### config.mk
export PLATFORM = sky130hd
export DESIGN_NAME = lpddr_init_seq
export DESIGN_NICKNAME = d
export VERILOG_FILES = /design/src/rtl/lpinit_pkg.sv /design/src/rtl/lpinit_wait_timer.sv /design/src/rtl/lpinit_cmd_enc.sv /design/src/rtl/lpddr_init_seq.sv
export SDC_FILE = /design/constraint.sdc
export NUM_CORES = 1
export LEC_CHECK = 0
export BUFFER_PORTS_ARGS = -buffer_cell sky130_fd_sc_hd__buf_4
export CORE_UTILIZATION = 50
export DETAILED_ROUTE_END_ITERATION = 10
export GPL_ROUTABILITY_DRIVEN = 0
export GPL_TIMING_DRIVEN = 0
export HOLD_SLACK_MARGIN = 0.03
export PLACE_DENSITY_LB_ADDON = 0.12
export SYNTH_ARGS = -nofsm -noshare
export SYNTH_HDL_FRONTEND = slang
export SYNTH_SLANG_ARGS = --single-unit
### constraint.sdc
create_clock -name clk -period 3.1 [get_ports clk]
set_clock_uncertainty 0.05 [all_clocks]
set_input_delay 0.155 -clock clk [delete_from_list [all_inputs] [get_ports clk]]
set_output_delay 0.155 -clock clk [all_outputs]
set_load 0.01 [all_outputs]
### src/rtl/lpinit_pkg.sv
package lpinit_pkg;

  typedef enum logic [1:0] {
    CMD_NOP  = 2'd0,
    CMD_PREA = 2'd1,
    CMD_REF  = 2'd2
  } init_cmd_e;

  typedef enum logic [3:0] {
    ST_WAIT_CLK = 4'd0,
    ST_STAB     = 4'd1,
    ST_PREA     = 4'd2,
    ST_TRP      = 4'd3,
    ST_REF1     = 4'd4,
    ST_RFC1     = 4'd5,
    ST_REF2     = 4'd6,
    ST_RFC2     = 4'd7,
    ST_DONE     = 4'd8
  } init_state_e;

endpackage

### src/rtl/lpinit_wait_timer.sv
module lpinit_wait_timer #(
  parameter int CW = 16
) (
  input  logic          clk,
  input  logic          rst_n,
  input  logic          load,
  input  logic [CW-1:0] load_val,
  output logic          expired
);

  logic [CW-1:0] cnt_q;

  always_ff @(posedge clk or negedge rst_n) begin
    if (!rst_n)              cnt_q <= '0;
    else if (load)           cnt_q <= load_val;
    else if (cnt_q != '0)    cnt_q <= cnt_q - 1'b1;
  end

  assign expired = (cnt_q == '0);

  // an unloaded count moves down by exactly one per cycle
  a_r4_count_steps: assert property (@(posedge clk) disable iff (!rst_n)
    (!load && cnt_q != '0) |=> (cnt_q == $past(cnt_q) - 1'b1));

  // a count that has reached zero stays there until reloaded
  a_r2_zero_holds: assert property (@(posedge clk) disable iff (!rst_n)
    (!load && cnt_q == '0) |=> (cnt_q == '0));

endmodule

### src/rtl/lpinit_cmd_enc.sv
module lpinit_cmd_enc
  import lpinit_pkg::*;
#(
  parameter int BA_W = 2
) (
  input  init_cmd_e        cmd,
  output logic             cs_n,
  output logic             ras_n,
  output logic             cas_n,
  output logic             we_n,
  output logic             a10,
  output logic [BA_W-1:0]  ba
);

  always_comb begin
    cs_n  = 1'b0;
    ras_n = 1'b1;
    cas_n = 1'b1;
    we_n  = 1'b1;
    a10   = 1'b0;
    ba    = '0;
    unique case (cmd)
      CMD_PREA: begin
        ras_n = 1'b0;
        we_n  = 1'b0;
        a10   = 1'b1;
      end
      CMD_REF: begin
        ras_n = 1'b0;
        cas_n = 1'b0;
      end
      default: ;
    endcase
  end

endmodule

### src/rtl/lpddr_init_seq.sv
module lpddr_init_seq
  import lpinit_pkg::*;
#(
  parameter int T_STAB_CYC = 50000,
  parameter int T_RP_CYC   = 4,
  parameter int T_RFC_CYC  = 20,
  parameter int BA_W       = 2
) (
  input  logic            clk,
  input  logic            rst_n,
  input  logic            clk_stable,
  input  logic            pd_req,
  output logic            cke,
  output logic            cs_n,
  output logic            ras_n,
  output logic            cas_n,
  output logic            we_n,
  output logic            a10,
  output logic [BA_W-1:0] ba,
  output logic            init_done
);

  localparam int MAX_A = (T_STAB_CYC > T_RP_CYC) ? T_STAB_CYC : T_RP_CYC;
  localparam int MAX_C = (MAX_A > T_RFC_CYC) ? MAX_A : T_RFC_CYC;
  localparam int CW    = $clog2(MAX_C + 1);

  init_state_e   state_q, state_d;
  init_cmd_e     cmd;
  logic          tmr_load, tmr_expired;
  logic [CW-1:0] tmr_val;
  logic          done_q, cke_q;

  always_comb begin
    state_d = state_q;
    unique case (state_q)
      ST_WAIT_CLK: if (clk_stable)  state_d = ST_STAB;
      ST_STAB:     if (tmr_expired) state_d = ST_PREA;
      ST_PREA:                      state_d = ST_TRP;
      ST_TRP:      if (tmr_expired) state_d = ST_REF1;
      ST_REF1:                      state_d = ST_RFC1;
      ST_RFC1:     if (tmr_expired) state_d = ST_REF2;
      ST_REF2:                      state_d = ST_RFC2;
      ST_RFC2:     if (tmr_expired) state_d = ST_DONE;
      default:                      state_d = ST_DONE;
    endcase
  end

  always_comb begin
    tmr_load = (state_d != state_q);
    unique case (state_d)
      ST_STAB:          tmr_val = CW'(T_STAB_CYC - 1);
      ST_TRP:           tmr_val = CW'(T_RP_CYC - 1);
      ST_RFC1, ST_RFC2: tmr_val = CW'(T_RFC_CYC - 1);
      default: begin
        tmr_val  = '0;
        tmr_load = 1'b0;
      end
    endcase
  end

  always_ff @(posedge clk or negedge rst_n) begin
    if (!rst_n) begin
      state_q <= ST_WAIT_CLK;
      done_q  <= 1'b0;
      cke_q   <= 1'b1;
    end else begin
      state_q <= state_d;
      done_q  <= done_q | (state_q == ST_RFC2 && tmr_expired);
      cke_q   <= !(done_q && pd_req);
    end
  end

  always_comb begin
    unique case (state_q)
      ST_PREA:          cmd = CMD_PREA;
      ST_REF1, ST_REF2: cmd = CMD_REF;
      default:          cmd = CMD_NOP;
    endcase
  end

  lpinit_wait_timer #(.CW(CW)) timer_i (
    .clk      (clk),
    .rst_n    (rst_n),
    .load     (tmr_load),
    .load_val (tmr_val),
    .expired  (tmr_expired)
  );

  lpinit_cmd_enc #(.BA_W(BA_W)) enc_i (
    .cmd   (cmd),
    .cs_n  (cs_n),
    .ras_n (ras_n),
    .cas_n (cas_n),
    .we_n  (we_n),
    .a10   (a10),
    .ba    (ba)
  );

  assign cke       = cke_q;
  assign init_done = done_q;

  // no CKE drop while the sequence is incomplete
  a_r9_cke_held: assert property (@(posedge clk) disable iff (!rst_n)
    !init_done |=> cke);

  // a row-strobe command with write enable low must select all banks
  a_r3_prea_all_banks: assert property (@(posedge clk) disable iff (!rst_n)
    (!cs_n && !ras_n && !we_n) |-> a10);

  // every executable command lasts exactly one cycle
  a_r6_single_cycle_cmd: assert property (@(posedge clk) disable iff (!rst_n)
    !ras_n |=> ras_n);

  // completion is sticky until reset
  a_r7_done_sticky: assert property (@(posedge clk) disable iff (!rst_n)
    init_done |=> init_done);

  // once complete, the bus rests at NOP
  a_r7_idle_after_done: assert property (@(posedge clk) disable iff (!rst_n)
    init_done |-> (ras_n && cas_n && we_n));

endmodule

==> results.txt, run 1 <==
die width = 50.6 um
post-CTS setup buffers = 0
Reg2Reg Depth = 7
# nets final = 149
die area = 2560 sq um
FMAX = 393 MHz
DRT iter0 DRCs = 16
CTS Buf Count = 3
Initial DRT Pass Iterations = 4
first-pass GRT wire length = 4130 um
Worst EP required = 3240 ps
Max-slew headroom = 54.4%
DR WL/cell = 13.9 um
Tcrit/Tclk final = 82.2%
clock sinks = 22
crit-path max FO = 7
Syn Area/Cell = 9.60 sq um
Root Driver = clkbuf_4
Worst Setup SP = timer_i.cnt_q[0]$_DFFE_PN0P_
Worst setup SP type = flip-flop
initial antenna violation count = 0
CP Capture Type = flip-flop
TritonCTS clock tree = built
EDFF count, synth = 0
Post-Synth XOR/XNOR Area = 8.90%
CP endpoint = timer_i.cnt_q[14]$_DFFE_PN0P_
height of the chip = 50.6 um
Hold-fix buffers, CTS = 2
routed wire length = 2330 um
Post-Syn Instances = 123
R2R Setup Slk = 550 ps
# diodes = 0
pwr/cell area = 551 nW/um^2
DP Wirelength = 1690 um
mux share of post-synthesis cell area = 0%
Synth Cell Area = 1180 sq um
pin count of the biggest net entering global routing = 23
Yosys cell types = 37
max_cap viols = 0
P&R area growth vs syn = 13.2%
Clock Tree Buf Depth = 2
DRT antenna net count = 0
Max Slew Vio Count = 0
post-layout min period = 2550 ps
Leak = 0.548 nW
number of global-route vias before repair = 951
share of cells above drive strength 1 = 15.7%
adder-cell share of the synthesized area = 4.24%
sequential area share after synthesis = 46.7%
Compound-Gate Fraction of Synth Area = 14.4%
Vias/cell = 5.64
worst vdd ir = 0.322 mV
row cnt = 17
commonest cells in the netlist = dfrtp_1 (21), nand2_1 (9), nor2_1 (9)
Synth Area in Simple Gates = 19.9%
clk_lat worst skew = 310 ps
Final Hold Violating Endpoints = 0
gr usage total = 21.7%
Reg clk slew, reported paths = 120 ps
status = finished, final reports clean
port buffer count = 9
Tightest Pin Transition = 678 ps
leading area contributor after synthesis = dfrtp_1
IO Pins = 13
# DRC = 0
Final Cell Area = 1340 sq um
Post-DP Area = 1290 sq um
Reg-to-Reg End = timer_i.cnt_q[14]$_DFFE_PN0P_
H-Tree Depth = 1
worst hold-check path type = primary input to flip-flop
Final TNS setup = 0 ps
endpoints failing setup = 0
Core Area = 2210 sq um
async set-or-reset flop fraction in the synthesized netlist = 100%
GRT overflow = 0
flops & latches, synth = 22
RSZ-0062 raised after global routing = no
synth warn = 0
WS Path Type = flip-flop to flip-flop
cell with the most instances after synthesis = dfrtp_1
reg-to-reg startpoint = timer_i.cnt_q[0]$_DFFE_PN0P_
Starting Density = 53.4%
largest family of logic cells by synthesized area = simple AND/OR/NAND/NOR gates
Synth top area share = 44.5%
ys flop type = dfrtp_1
dominant cells by area after synthesis = dfrtp_1 (44%), xnor2_1 (5.2%), ha_1 (4.2%), xor2_1 (3.7%), nor3_1 (3.4%)
Post-CTS Resized = 0
vias post-DR = 948
Critical Path AT = 2690 ps
through the flow:
step                      hold slack, ps  utilization (%)  setup WS, ps  cells  power [mW]
final                                123             60.5           552    168       0.737
after detailed placement            12.0             58.4           573    162       0.599
after CTS                            120             60.5           545    168       0.738
after floorplan                     -191                -          1180    125       0.551
after global routing                 178             60.5           374    168       0.779
after global placement              7.03             58.4           656    162       0.590
sequential cells by signal, summed over array words and instances, names as in the netlist:
signal / flops
init_done: 1
state_q: 4
timer_i.cnt_q: 16
cke: 1
cell usage in the layout (no fill, tap or decap), types with 2 or more instances in the layout:
cell	n
a21o_1	2
a21oi_1	7
buf_4	12
clkbuf_1	3
clkbuf_4	3
conb_1	3
dfrtp_1	21
dlygate4sd3_1	2
ha_1	4
inv_1	8
nand2_1	9
nand3_1	2
nand4_1	2
nor2_1	9
nor3_1	8
nor4_1	3
o21ai_0	5
o31ai_1	4
or4_1	3
xnor2_1	7
xor2_1	5
how the worst min path moves through the flow:
stage	endpoint	startpoint	cells past startpoint	slack [ps]
2_1_floorplan	init_done$_DFF_PN0_	rst_n	0	-190
3_3_place_gp	timer_i.cnt_q[15]$_DFFE_PN0P_	rst_n	1	7
3_5_place_dp	timer_i.cnt_q[15]$_DFFE_PN0P_	rst_n	1	10
4_1_cts	timer_i.cnt_q[4]$_DFFE_PN0P_	clk_stable	4	120
5_1_grt	timer_i.cnt_q[4]$_DFFE_PN0P_	clk_stable	4	180
6_report	timer_i.cnt_q[4]$_DFFE_PN0P_	clk_stable	4	120
per-layer routing:
layer	track usage [%]	part of all wire (%)	wire, um	vias to the layer above
met4	8.33	1.6	38	0
li1	-	-	-	462
met1	26.9	47	1100	464
met5	0	0	0	-
met3	2.73	2.7	62	5
met2	38.0	48	1130	17
logic make-up after synthesis:
| logic type | count (synthesis) |
|---|---|
| xor gates and xnor gates | 12 |
| DFF | 22 |
| adders and majority gates | 4 |
| buffers and inverters | 14 |
| and+or+nand+nor | 44 |
| AOI/OAI and AO/OA | 26 |
| other | 1 |
report_power, final:
part / total, mW / switching [mW] / internal, mW / leakage, nW
Sequential: 0.405 / 0.0625 / 0.343 / 0.250
Combinational: 0.195 / 0.101 / 0.0931 / 0.283
Clock: 0.137 / 0.0870 / 0.0504 / 0.0150
worst max-delay path, cell delays in order, from the launching register on:
cell	delay [ps]
dfrtp_1	410
inv_1	130
ha_1	170
nor4b_1	420
nand4_1	350
nor2_1	500
a21o_1	320
a21oi_1	80
cell type report:
cell class                      count  area [sq um]
Timing Repair Buffer               11          87.6
Buffer                              6          35.0
Sequential cell                    22           552
Clock buffer                        4          26.3
Multi-Input combinational cell     89           572
Tap cell                           28          35.0
Inverter                            8          30.0
Fill cell                         202           875
Note: power is estimated with default switching activity, not from simulation.
==> run 2: changes to the inputs <==
==> constraint.sdc (replaced) <==
create_clock -name clk -period 2.5 [get_ports clk]
set_clock_uncertainty 0.05 [all_clocks]
set_input_delay 0.125 -clock clk [delete_from_list [all_inputs] [get_ports clk]]
set_output_delay 0.125 -clock clk [all_outputs]
set_load 0.01 [all_outputs]
==> run 2 against run 1 <==
Net effect:
- clock power up 22%
- routed wire length is 0.77% higher
- worst setup slack got worse by 230 ps
- worst hold slack got worse by 18 ps
- non-clock buffer count grew 1
- critical path type unchanged
- highest routed layer unchanged
==> results.txt, run 2 (synthesis results as in run 1) <==
Tightest Pin Transition = 673 ps
GRT overflow = 0
Final Cell Area = 1360 sq um
commonest non-fill, non-tap cells in the layout = dfrtp_1 (21), buf_4 (13), nand2_1 (9), inv_1 (8), nor2_1 (8)
Power, Total = 917 uW
max FFs per register = 16
most flop-heavy register = timer_i.cnt_q
combinational share of power = 27.0%
pwr/cell area = 675 nW/um^2
reg-to-reg startpoint = timer_i.cnt_q[0]$_DFFE_PN0P_
RSZ-0062 raised after global routing = no
share of cells above drive strength 1 = 17.7%
Starting Density = 53.4%
clock share of power = 18.2%
die width = 50.6 um
worst vdd ir = 0.400 mV
TritonCTS clock tree = built
Post-DP Area = 1290 sq um
initial antenna violation count = 0
height of the chip = 50.6 um
part of the power in registers = 54.7%
DR WL/cell = 13.9 um
Critical Path AT = 2310 ps
WS Path Type = flip-flop to flip-flop
row cnt = 17
Root Driver = clkbuf_4
Max Slew Vio Count = 0
gr usage total = 21.7%
Initial DRT Pass Iterations = 4
CP Capture Type = flip-flop
Worst setup SP type = flip-flop
Leak = 0.552 nW
Clock Tree Buf Depth = 2
Final Hold Violating Endpoints = 0
DRT iter0 DRCs = 30
crit-path max FO = 7
Int Power = 603 uW
min-delay src = clk_stable
first-pass GRT wire length = 4130 um
Core Area = 2210 sq um
Max-slew headroom = 54.7%
max_cap viols = 0
DRT antenna net count = 0
H-Tree Depth = 1
Worst Hold Endpoint = timer_i.cnt_q[4]$_DFFE_PN0P_
fin util = 61.4%
R2R Setup Slk = 320 ps
hold path cells = 4
die area = 2560 sq um
worst hold-check path type = primary input to flip-flop
status = finished, final reports clean
# diodes = 0
clk_lat worst skew = 300 ps
pin count of the biggest net entering global routing = 23
Reg-to-Reg End = timer_i.cnt_q[14]$_DFFE_PN0P_
IO Pins = 13
# DRC = 0
P&R area growth vs syn = 14.9%
Worst EP required = 2640 ps
Net Sw Frac = 34.2%
Reg clk slew, reported paths = 120 ps
Reg2Reg Depth = 8
Tcrit/Tclk final = 87.1%
# nets final = 150
CTS Buf Count = 3
Vias/cell = 5.68
number of global-route vias before repair = 951
post-layout min period = 2180 ps
routed wire length = 2350 um
port buffer count = 9
FMAX = 459 MHz
clock sinks = 22
vias post-DR = 960
most common cell after layout, fill and taps aside = dfrtp_1
DP Wirelength = 1690 um
Psw = 314 uW
Regs by FF count = timer_i.cnt_q (16), state_q (4)
endpoints failing setup = 0
[run 2: cell types whose count changed in the layout (fill, tap and decap cells not counted)]
cell    change
buf_4       +1
nor3_1      -1
nor3_2      +1
nor2_1      -1
nor2_4      +1
[run 2: timing repair]
item | 4_1_cts | 5_1_grt
gates resized for setup | 1 | 2
endpoints found under the hold margin | 23 | 0
endpoints found under the setup margin | 6 | 8
setup buffers | 0 | 1
pin swaps | 0 | 1
hold buffers | 2 | 0
[run 2: critical path: stages (launching register included)]
cell	delay, ps
dfrtp_1	410
inv_1	120
ha_1	170
nor4b_1	420
nand4_1	150
buf_4	200
nor2_4	170
a21o_1	280
a21oi_1	70
[run 2: power groups by stage]
| stage | Sequential [mW] | Clock [mW] | Combinational, mW |
|---|---|---|---|
| CTS | 0.500 | 0.174 | 0.244 |
| global route | 0.514 | 0.182 | 0.277 |
| floorplan | 0.489 | 0 | 0.194 |
| global placement | 0.502 | 0 | 0.230 |
| finish | 0.502 | 0.167 | 0.248 |
| detailed placement | 0.507 | 0 | 0.235 |
[run 2: layout make-up]
class | count | area (sq um)
inverter | 8 | 30.0
fill | 201 | 855
timing repair buffer | 12 | 95.1
clock buffer | 4 | 26.3
sequential | 22 | 552
multi-input combinational | 89 | 584
buffer | 6 | 35.0
tap | 28 | 35.0
[run 2: metrics by stage]
stage | instances | setup TNS (ps) | worst slack (ps) | hold WS, ps
6_report | 169 | 0 | 323 | 105
5_1_grt | 169 | 0 | 176 | 148
3_5_place_dp | 162 | -101 | -27.2 | -18.0
4_1_cts | 168 | 0 | 67.2 | 90.0
2_1_floorplan | 125 | 0 | 575 | -221
3_3_place_gp | 162 | 0 | 55.6 | -23.0
[run 2: how the worst max path moves through the flow]
stage,startpoint,depth (start not counted),slack [ps],to
floorplan,timer_i.cnt_q[0]$_DFFE_PN0P_,7,580,timer_i.cnt_q[3]$_DFFE_PN0P_
global route,timer_i.cnt_q[0]$_DFFE_PN0P_,8,180,timer_i.cnt_q[8]$_DFFE_PN0P_
detailed placement,timer_i.cnt_q[0]$_DFFE_PN0P_,7,-30,timer_i.cnt_q[15]$_DFFE_PN0P_
finish,timer_i.cnt_q[0]$_DFFE_PN0P_,8,320,timer_i.cnt_q[14]$_DFFE_PN0P_
global placement,timer_i.cnt_q[0]$_DFFE_PN0P_,7,60,timer_i.cnt_q[14]$_DFFE_PN0P_
CTS,timer_i.cnt_q[0]$_DFFE_PN0P_,7,70,timer_i.cnt_q[6]$_DFFE_PN0P_
[run 2: layer usage]
layer	up-vias	wire length (um)	GRT usage [%]	share of wire, %
li1	467	-	-	-
met1	464	1050	26.9	45
met2	25	1170	38.0	50
met3	4	100	2.73	4.3
met4	0	25	8.33	1.1
met5	-	0	0	0
